### config.mk
export PLATFORM = sky130hd
export DESIGN_NAME = pbus_cs_sequencer
export DESIGN_NICKNAME = d
export VERILOG_FILES = /design/src/rtl/pbus_pkg.sv /design/src/rtl/pbus_mult_decode.sv /design/src/rtl/pbus_sync.sv /design/src/rtl/pbus_cs_sequencer.sv
export SDC_FILE = /design/constraint.sdc
export NUM_CORES = 1
export LEC_CHECK = 0
export ABC_CLOCK_PERIOD_IN_PS = 3300
export BUFFER_PORTS_ARGS = -buffer_cell sky130_fd_sc_hd__buf_2
export CAP_MARGIN = 20
export CORE_MARGIN = 3
export CORE_UTILIZATION = 56
export CTS_BUF_LIST = sky130_fd_sc_hd__clkbuf_2
export CTS_CLUSTER_SIZE = 25
export DETAILED_ROUTE_END_ITERATION = 7
export GPL_TIMING_DRIVEN = 0
export PLACE_DENSITY_LB_ADDON = 0.15
export SYNTH_ARGS = -nofsm -noshare
export SYNTH_HDL_FRONTEND = slang
export SYNTH_SLANG_ARGS = --single-unit
### constraint.sdc
create_clock -name clk -period 3.3 [get_ports clk]
set_input_delay 0.66 -clock clk [delete_from_list [all_inputs] [get_ports clk]]
set_output_delay 0.66 -clock clk [all_outputs]
set_load 0.03 [all_outputs]
### src/rtl/pbus_pkg.sv
package pbus_pkg;
    typedef enum logic [2:0] {
        ST_IDLE,
        ST_ADR,
        ST_CE,
        ST_STB,
        ST_EXT,
        ST_HOLD,
        ST_PAUSE
    } phase_e;
endpackage

### src/rtl/pbus_mult_decode.sv
module pbus_mult_decode (
    input  logic [1:0] code,
    output logic [1:0] shift
);
    // Non-monotonic code: 0 -> x4, 1 -> x1, 2 -> x2, 3 -> x8
    always_comb begin
        case (code)
            2'd0:    shift = 2'd2;
            2'd1:    shift = 2'd0;
            2'd2:    shift = 2'd1;
            default: shift = 2'd3;
        endcase
    end
endmodule

### src/rtl/pbus_sync.sv
module pbus_sync #(
    parameter int STAGES = 2
) (
    input  logic clk,
    input  logic rst_n,
    input  logic d,
    output logic q
);
    logic [STAGES-1:0] sh_d, sh_q;

    generate
        if (STAGES == 1) begin : g_one
            always_comb sh_d = d;
        end else begin : g_many
            always_comb sh_d = {sh_q[STAGES-2:0], d};
        end
    endgenerate

    always_ff @(posedge clk or negedge rst_n) begin
        if (!rst_n) sh_q <= '0;
        else        sh_q <= sh_d;
    end

    assign q = sh_q[STAGES-1];
endmodule

### src/rtl/pbus_cs_sequencer.sv
module pbus_cs_sequencer #(
    parameter int AW = 8,
    parameter int DW = 16,
    parameter int FW = 4
) (
    input  logic          clk,
    input  logic          rst_n,
    input  logic          req_valid,
    output logic          req_ready,
    input  logic          req_write,
    input  logic [AW-1:0] req_addr,
    input  logic [DW-1:0] req_wdata,
    output logic          rsp_valid,
    output logic [DW-1:0] rsp_rdata,
    input  logic          cfg_enable,
    input  logic [1:0]    cfg_mult,
    input  logic [FW-1:0] cfg_adr,
    input  logic [FW-1:0] cfg_ce,
    input  logic [FW-1:0] cfg_oe,
    input  logic [FW-1:0] cfg_we,
    input  logic [FW-1:0] cfg_rdhld,
    input  logic [FW-1:0] cfg_wrhld,
    input  logic [FW-1:0] cfg_pause,
    input  logic          cfg_waitm,
    input  logic [FW-1:0] cfg_wait,
    input  logic          bus_iordy,
    output logic [AW-1:0] bus_addr,
    output logic          bus_ce_n,
    output logic          bus_oe_n,
    output logic          bus_we_n,
    output logic [DW-1:0] bus_dout,
    output logic          bus_dout_en,
    input  logic [DW-1:0] bus_din
);
    import pbus_pkg::*;

    localparam int MAXSH = 3;
    localparam int CW    = FW + MAXSH;

    typedef struct packed {
        phase_e        state;
        logic [CW-1:0] cnt;
        logic [AW-1:0] addr;
        logic [DW-1:0] wdata;
        logic          write;
        logic [DW-1:0] rdata;
        logic          rsp;
    } seq_t;

    seq_t       cur_q, nxt_d;
    logic [1:0] shift;
    logic       iordy_s;
    logic       leave_strobe;

    pbus_mult_decode u_mult (
        .code  (cfg_mult),
        .shift (shift)
    );

    pbus_sync #(.STAGES(2)) u_iordy (
        .clk   (clk),
        .rst_n (rst_n),
        .d     (bus_iordy),
        .q     (iordy_s)
    );

    // Cycles minus one for a phase field: (f+1) << shift, less one
    function automatic logic [CW-1:0] span(input logic [FW-1:0] f, input logic [1:0] sh);
        logic [CW-1:0] ext;
        ext  = {{MAXSH{1'b0}}, f} + CW'(1);
        span = (ext << sh) - CW'(1);
    endfunction

    assign req_ready = (cur_q.state == ST_IDLE) && cfg_enable;

    always_comb begin
        nxt_d        = cur_q;
        nxt_d.rsp    = 1'b0;
        leave_strobe = 1'b0;
        case (cur_q.state)
            ST_IDLE: begin
                if (req_valid && req_ready) begin
                    nxt_d.state = ST_ADR;
                    nxt_d.cnt   = span(cfg_adr, shift);
                    nxt_d.addr  = req_addr;
                    nxt_d.wdata = req_wdata;
                    nxt_d.write = req_write;
                end
            end
            ST_ADR: begin
                if (cur_q.cnt != '0) nxt_d.cnt = cur_q.cnt - CW'(1);
                else begin
                    nxt_d.state = ST_CE;
                    nxt_d.cnt   = span(cfg_ce, shift);
                end
            end
            ST_CE: begin
                if (cur_q.cnt != '0) nxt_d.cnt = cur_q.cnt - CW'(1);
                else begin
                    nxt_d.state = ST_STB;
                    nxt_d.cnt   = span(cur_q.write ? cfg_we : cfg_oe, shift);
                end
            end
            ST_STB: begin
                if (cur_q.cnt != '0) nxt_d.cnt = cur_q.cnt - CW'(1);
                else if (!cfg_waitm) leave_strobe = 1'b1;
                else if (iordy_s) begin
                    nxt_d.state = ST_EXT;
                    nxt_d.cnt   = span(cfg_wait, shift);
                end
            end
            ST_EXT: begin
                if (cur_q.cnt != '0) nxt_d.cnt = cur_q.cnt - CW'(1);
                else leave_strobe = 1'b1;
            end
            ST_HOLD: begin
                if (cur_q.cnt != '0) nxt_d.cnt = cur_q.cnt - CW'(1);
                else begin
                    nxt_d.state = ST_PAUSE;
                    nxt_d.cnt   = span(cfg_pause, shift);
                end
            end
            ST_PAUSE: begin
                if (cur_q.cnt != '0) nxt_d.cnt = cur_q.cnt - CW'(1);
                else nxt_d.state = ST_IDLE;
            end
            default: nxt_d.state = ST_IDLE;
        endcase
        if (leave_strobe) begin
            nxt_d.state = ST_HOLD;
            nxt_d.cnt   = span(cur_q.write ? cfg_wrhld : cfg_rdhld, shift);
            if (!cur_q.write) begin
                nxt_d.rdata = bus_din;
                nxt_d.rsp   = 1'b1;
            end
        end
    end

    always_ff @(posedge clk or negedge rst_n) begin
        if (!rst_n) begin
            cur_q       <= '0;
            cur_q.state <= ST_IDLE;
        end else begin
            cur_q <= nxt_d;
        end
    end

    logic ce_active, strobe_active;
    assign ce_active     = (cur_q.state == ST_CE) || (cur_q.state == ST_STB) ||
                           (cur_q.state == ST_EXT) || (cur_q.state == ST_HOLD);
    assign strobe_active = (cur_q.state == ST_STB) || (cur_q.state == ST_EXT);

    assign bus_addr    = cur_q.addr;
    assign bus_ce_n    = !ce_active;
    assign bus_oe_n    = !(strobe_active && !cur_q.write);
    assign bus_we_n    = !(strobe_active && cur_q.write);
    assign bus_dout    = cur_q.wdata;
    assign bus_dout_en = ce_active && cur_q.write;
    assign rsp_valid   = cur_q.rsp;
    assign rsp_rdata   = cur_q.rdata;

    // a strobe only inside the chip-enable window
    p_strobe_in_ce_r3: assert property (@(posedge clk) disable iff (!rst_n)
        (!bus_oe_n || !bus_we_n) |-> !bus_ce_n);

    // acceptance drops ready and opens the address phase with CE high
    p_ready_drop_r5: assert property (@(posedge clk) disable iff (!rst_n)
        (req_valid && req_ready) |=> (!req_ready && bus_ce_n));

    // a disabled idle region stays idle
    p_disabled_quiet_r6: assert property (@(posedge clk) disable iff (!rst_n)
        (!cfg_enable && cur_q.state == ST_IDLE) |=> (cur_q.state == ST_IDLE && bus_ce_n));

    // strobe held while waiting on synchronised IORDY
    p_wait_holds_r7: assert property (@(posedge clk) disable iff (!rst_n)
        (cur_q.state == ST_STB && cur_q.cnt == '0 && cfg_waitm && !iordy_s)
        |=> (!bus_oe_n || !bus_we_n));

    // response pulse right after the read strobe ends
    p_rsp_at_oe_rise_r8: assert property (@(posedge clk) disable iff (!rst_n)
        rsp_valid |-> (bus_oe_n && $past(!bus_oe_n)));

    // address stable across an access
    p_addr_stable_r10: assert property (@(posedge clk) disable iff (!rst_n)
        (cur_q.state != ST_IDLE && $past(cur_q.state) != ST_IDLE) |-> $stable(bus_addr));
endmodule

* Yosys cells after proc, flatten, opt, wreduce, memory -nomap -nowiden *
Cells that the tools add are included.
W data, S select, Z words.

word-level totals
  register bits = 54
  input port bits = 81
  output and inout bits = 46
  logic and storage cells = 95

operators by class
  add/subtract/negate cells = 13
  equality and inequality tests = 20
  shifts and indexed selects = 6
  multiplexer cells = 25
  bitwise operators = 1
  reduce and logical (&&, ||, !) cells = 22

operators with widths
  operator               number
  $sub A7 B1 Y7 const B  7
  $pmux W7 S6            1
  $shl A5 B2 Y7          6
  $mux W35               1
  $mux W7                5
  $add A4 B1 Y5 const B  6
  $mux W10               3
  $pmux W3 S7            1
  $ne A3 B3 Y1 const B   6
  $mux W3                5
  $reduce_bool A7 Y1     2
  $eq A3 B3 Y1 const B   3
  $reduce_and A9 Y1      1
  $mux W4                2
  $eq A3 B2 Y1 const B   2
  $ne A3 B2 Y1 const B   2
  $pmux W2 S3            1
  $logic_and A1 B1 Y1    5
  $mux W1                5
  $reduce_and A5 Y1      1
  $logic_not A1 Y1       4
  $logic_or A1 B1 Y1     4
  $ne A4 B3 Y1 const B   1
  $ne A4 B4 Y1 const B   1
  11 further kinds       12

* Logic depth before layout (Yosys ltp) *
  word-level depth = 9
  mapped depth = 17
  depth with buffers taken out = 14

* Hierarchy *
From an unflattened synthesis, not the netlist that was laid out.

second synthesis, totals
  cells, all modules = 718
  area total of the unflattened synthesis = 5635.4 µm²

modules (own cells, without submodules)
  module             instances  cells an instance  area each (µm²)  seq. area each (µm²)
  pbus_cs_sequencer  1          712                5550.3           1301.2
  pbus_sync          1          2                  50.0             50.0
  pbus_mult_decode   1          4                  35.0             0.0

* Least setup slack after synthesis *
OpenSTA, ideal clock, no wires.

  kind = input to register
  start = in cfg_mult[0]
  end = reg cur_q[48] (netlist bit)
  setup time = 0.121 ns
  arrival = 3.164 ns
  data required time = 3.179 ns
  slack = 0.015 ns
  cell stages on the path = 15
  buffers on the path = 3
  cell sequence = inv_1 ha_1 buf_4 inv_1 buf_1 clkbuf_1 nand2_1 ha_1 o211a_1 and2_1 and3_1 o31a_1 a32oi_1 a31oi_1 a22o_1

between the ends
  longest elaborated chain between the ends = 9
  elaborated cells on any way between the ends = 25
  classes of those cells = 6 x add/sub; 2 x eq/ne; 6 x shift; 10 x mux; 1 x reduce/logical

ends and longest elaborated chain
  what                                  RTL line                  RTL
  from (decl)                           pbus_cs_sequencer.sv:16   input logic [1:0] cfg_mult,
  $eq A2 B2 Y1 (tied with other cells)  pbus_mult_decode.sv:7     case (code)
  $pmux W2 S3 (*)                       pbus_mult_decode.sv:7
  $shl A5 B2 Y7                         pbus_cs_sequencer.sv:71   span = (ext << sh) - CW'(1);
  $sub A7 B1 Y7                         pbus_cs_sequencer.sv:71
  $mux W10                              pbus_cs_sequencer.sv:107  else if (iordy_s) begin
  $mux W10                              pbus_cs_sequencer.sv:106  else if (!cfg_waitm) leave_strobe = 1'b1;
  $mux W7                               pbus_cs_sequencer.sv:105  if (cur_q.cnt != '0) nxt_d.cnt = cur_q.cnt - CW'(1);
  $pmux W7 S6                           pbus_cs_sequencer.sv:80   case (cur_q.state)
  $mux W10 (*)                          pbus_cs_sequencer.sv:129  if (leave_strobe) begin
  to (signal assigned)                  pbus_cs_sequencer.sv:144  cur_q <= nxt_d;
  to (decl)                             pbus_cs_sequencer.sv:50   seq_t cur_q, nxt_d;

Every way passes the cells marked *; elsewhere a longest branch is shown, timed or not. The select of a mux whose other input is x is not followed.
A chain may end at the register's enable or synchronous reset.

* Final worst setup path *
Ends and elaborated chain as after synthesis.

==> results.py <==
metrics = {
    "run_status": {
        "outcome": "finished, final reports clean",
    },
    "placement": {
        "portBuffers": 126,
        "placed_area_mm2": 0.00598,
        "post-dp-hpwl_mm": 12.2,
        "gp_congestion": 0.984,
    },
    "timing": {
        "min_period_over_period_pct": 97.9,
        "slew_viol_final": 0,
        "tns_ns": 0,
        "min_period_ns": 3.23,
        "setup_violations": 0,
        "relSlewSlack_pct": 44.0,
        "hold_viol": 0,
        "max_slew.worst_pin.slew_ns": 0.835,
        "fin_skew_ns": 0.0319,
        "fmax_mhz": 310,
        "rsz0062_at_grt": "no",
    },
    "job": {
        "max_cap_violations": 0,
    },
    "setup_path": {
        "crit_fanout": 10,
        "crit_start": "cfg_mult[0]",
        "endpoint": "cur_q[48]$_DFFE_PN0P_",
        "worstPathRequired_ns": 3.67,
        "r2r-end": "cur_q[47]$_DFFE_PN0P_",
        "path_class": "in -> reg",
        "critPathCaptureType": "register",
        "cp.arrival_ns": 3.60,
        "start_kind": "input pin",
        "r2r_slack_ns": 0.20,
        "r2r-start": "cur_q[17]$_DFFE_PN0P_",
        "rr_worst_depth": 12,
    },
    "route": {
        "wl_per_cell_um": 17.3,
        "ant_nets": 0,
        "num_vias": 5423,
        "vias_per_cell": 6.05,
        "finalWirelength_mm": 15.5,
        "drt_iter0_drc": 374,
        "drc_errors": 0,
        "drt-pass1-iter-count": 5,
    },
    "global_route": {
        "antenna_found_initial": 0,
        "grtUsageMet3_pct": 4.16,
        "grt_pass1_vias": 5096,
        "grt_use_total_pct": 28.9,
        "grtUsageMet2_pct": 48.8,
        "met1_usage_pct": 39.7,
        "grt_max_degree": 40,
        "grt_pass1_wl_mm": 24.3,
        "grt_overflow": 0,
        "busiest_layer": "met2",
    },
    "final_layout": {
        "n_fill_cell": 750,
        "final_common_cell": "buf_2",
        "layout_common_cells": "133 x buf_2, 129 x nand2_1, 54 x dfrtp_1, 50 x buf_4, 41 x o21ai_0",
        "postLayoutCoreUtil_pct": 69.6,
        "insertedDiodeCount": 0,
        "syn_to_final_growth_pct": 18.5,
        "layout.nets": 884,
        "drive_gt1_share_pct": 32.3,
        "finish.instance_area_mm2": 0.00615,
    },
    "synth": {
        "synthDistinctLibCells": 75,
        "synth.yosys.seq_area_share_pct": 26.0,
        "syn-cell-area_mm2": 0.00519,
        "synth_warnings": 0,
        "synth_nets": 747,
        "synth_edf_count": 0,
        "synthFlopType": "dfrtp_1",
        "synth.avg_cell_area_um2": 7.98,
        "synthArstFlopShare_pct": 100,
        "synth-seq-cells": 54,
        "syn-instance-count": 651,
    },
    "clocking": {
        "cts_root_buf": "clkbuf_2",
        "insertion_delay_ns": 0.45,
        "cts_made_buffers": 5,
        "cts_sinks": 54,
        "cts.path.max_buffers": 2,
        "cts_tree": "built",
        "htree_levels": 2,
        "path_clk_slew_ns": 0.29,
    },
    "power_and_ir_drop": {
        "powerDensity_mw_per_mm2": 826,
        "vdd_ir_drop_max_mv": 0.618,
        "p_leak_nw": 3.04,
    },
    "floorplan": {
        "ios": 127,
        "row_count": 34,
        "die_area_mm2": 0.0105,
        "die_w_um": 102,
        "core_area_mm2": 0.00885,
        "die_h_um": 102,
        "initial_utilization_pct": 58.7,
    },
    "worst_hold_path": {
        "hold_path.class": "in -> async",
    },
}
-- synthesized netlist by cell type, drive strengths merged, types with 9 or more instances --
| library cell | instances | area, um^2 |
|---|---|---|
| nor2 | 36 | 140 |
| xnor2 | 21 | 184 |
| mux2 | 22 | 248 |
| o21ai | 45 | 225 |
| nand3 | 17 | 90.1 |
| ha | 15 | 188 |
| mux2i | 11 | 123 |
| nand2b | 9 | 56.3 |
| dfrtp | 54 | 1350 |
| nand2 | 129 | 484 |
| a21oi | 32 | 160 |
| o22ai | 9 | 56.3 |
| xor2 | 21 | 191 |
| buf | 66 | 465 |
| a31oi | 9 | 56.3 |
| clkbuf | 12 | 45.0 |
| nor3 | 11 | 76.3 |
| inv | 12 | 45.0 |
-- routing by layer --
| metal | vias to the layer above | share of wire [%] |
|---|---|---|
| met5 | - | 0 |
| li1 | 2561 | - |
| met1 | 2589 | 43 |
| met2 | 258 | 49 |
| met3 | 15 | 7.0 |
| met4 | 0 | 0.77 |
-- final cells by class --
cell class | instances | area (um^2) | share of cell area [%]
multi-input cells | 507 | 3350 | 54.4
flip-flops and latches | 54 | 1350 | 22.0
repair buffers | 132 | 688 | 11.2
plain buffers | 76 | 515 | 8.38
well taps | 108 | 135 | 2.20
inverters | 12 | 48.8 | 0.793
clock inverters | 3 | 43.8 | 0.712
clock buffers | 5 | 25.0 | 0.407
-- repair_timing --
item / CTS / global route
endpoints found under the setup margin: 6 / 4
endpoints found under the hold margin: 0 / 0
hold buffers: 0 / 0
pin swaps: 1 / 2
resized for setup: 9 / 12
buffers inserted: 1 / 4
-- sequential cells by signal, indices dropped and copies added, names as in the netlist --
name	cells
cur_q	11
bus_dout	16
u_iordy.sh_q	2
bus_addr	8
rsp_valid	1
rsp_rdata	16
-- critical path, stage by stage --
cell and delay [ns]:
buf_2 0.10, ha_1 0.29, or2_4 0.30, buf_4 0.20, buf_4 0.19, buf_6 0.15, o211ai_1 0.18, ha_1 0.21
nand2_1 0.08, nor3_1 0.25, mux2_2 0.38, a32oi_2 0.27, a31oi_1 0.13, a22o_1 0.19
-- per-stage QoR --
step | hold slack, ns | worst slack (ns) | power [mW] | instances
after global routing | 0.0344 | 0.00847 | 5.44 | 897
after detailed placement | 0.339 | -0.944 | 4.60 | 886
after global placement | 0.339 | -0.943 | 4.53 | 885
after CTS | 0.0671 | 0.0271 | 4.99 | 895
after floorplan | 0.331 | 0.0154 | 3.74 | 651
final | 0.0546 | 0.0692 | 5.08 | 897
-- report_power, final --
group          total (mW)  internal [mW]  switching (mW)
Combinational        3.57           1.45            2.12
Clock               0.344          0.130           0.214
Sequential           1.17          0.965           0.204
Total                5.08           2.55            2.53
-- cell families (layout without fill, tap and decap cells) --
family,count (synthesis),in the layout,synth area share [%]
compound gates,166,166,21.4
mux,35,35,8.00
buf+inv,90,228,10.7
xor+xnor,42,42,7.23
simple gates,249,249,23.0
flops,54,54,26.0
fa+ha+maj,15,15,3.61
-- worst min-delay path by stage --
stage | slack [ns] | from | end | cells after the start
floorplan | 0.33 | u_iordy.sh_q[0]$_DFF_PN0_ | u_iordy.sh_q[1]$_DFF_PN0_ | 0
global placement | 0.34 | u_iordy.sh_q[0]$_DFF_PN0_ | u_iordy.sh_q[1]$_DFF_PN0_ | 0
detailed placement | 0.34 | u_iordy.sh_q[0]$_DFF_PN0_ | u_iordy.sh_q[1]$_DFF_PN0_ | 0
CTS | 0.07 | rst_n | rsp_rdata[8]$_DFFE_PN0P_ | 1
global route | 0.03 | rst_n | rsp_rdata[11]$_DFFE_PN0P_ | 1
finish | 0.05 | rst_n | rsp_rdata[8]$_DFFE_PN0P_ | 1
No activity file was read; power rests on OpenSTA's default activity.
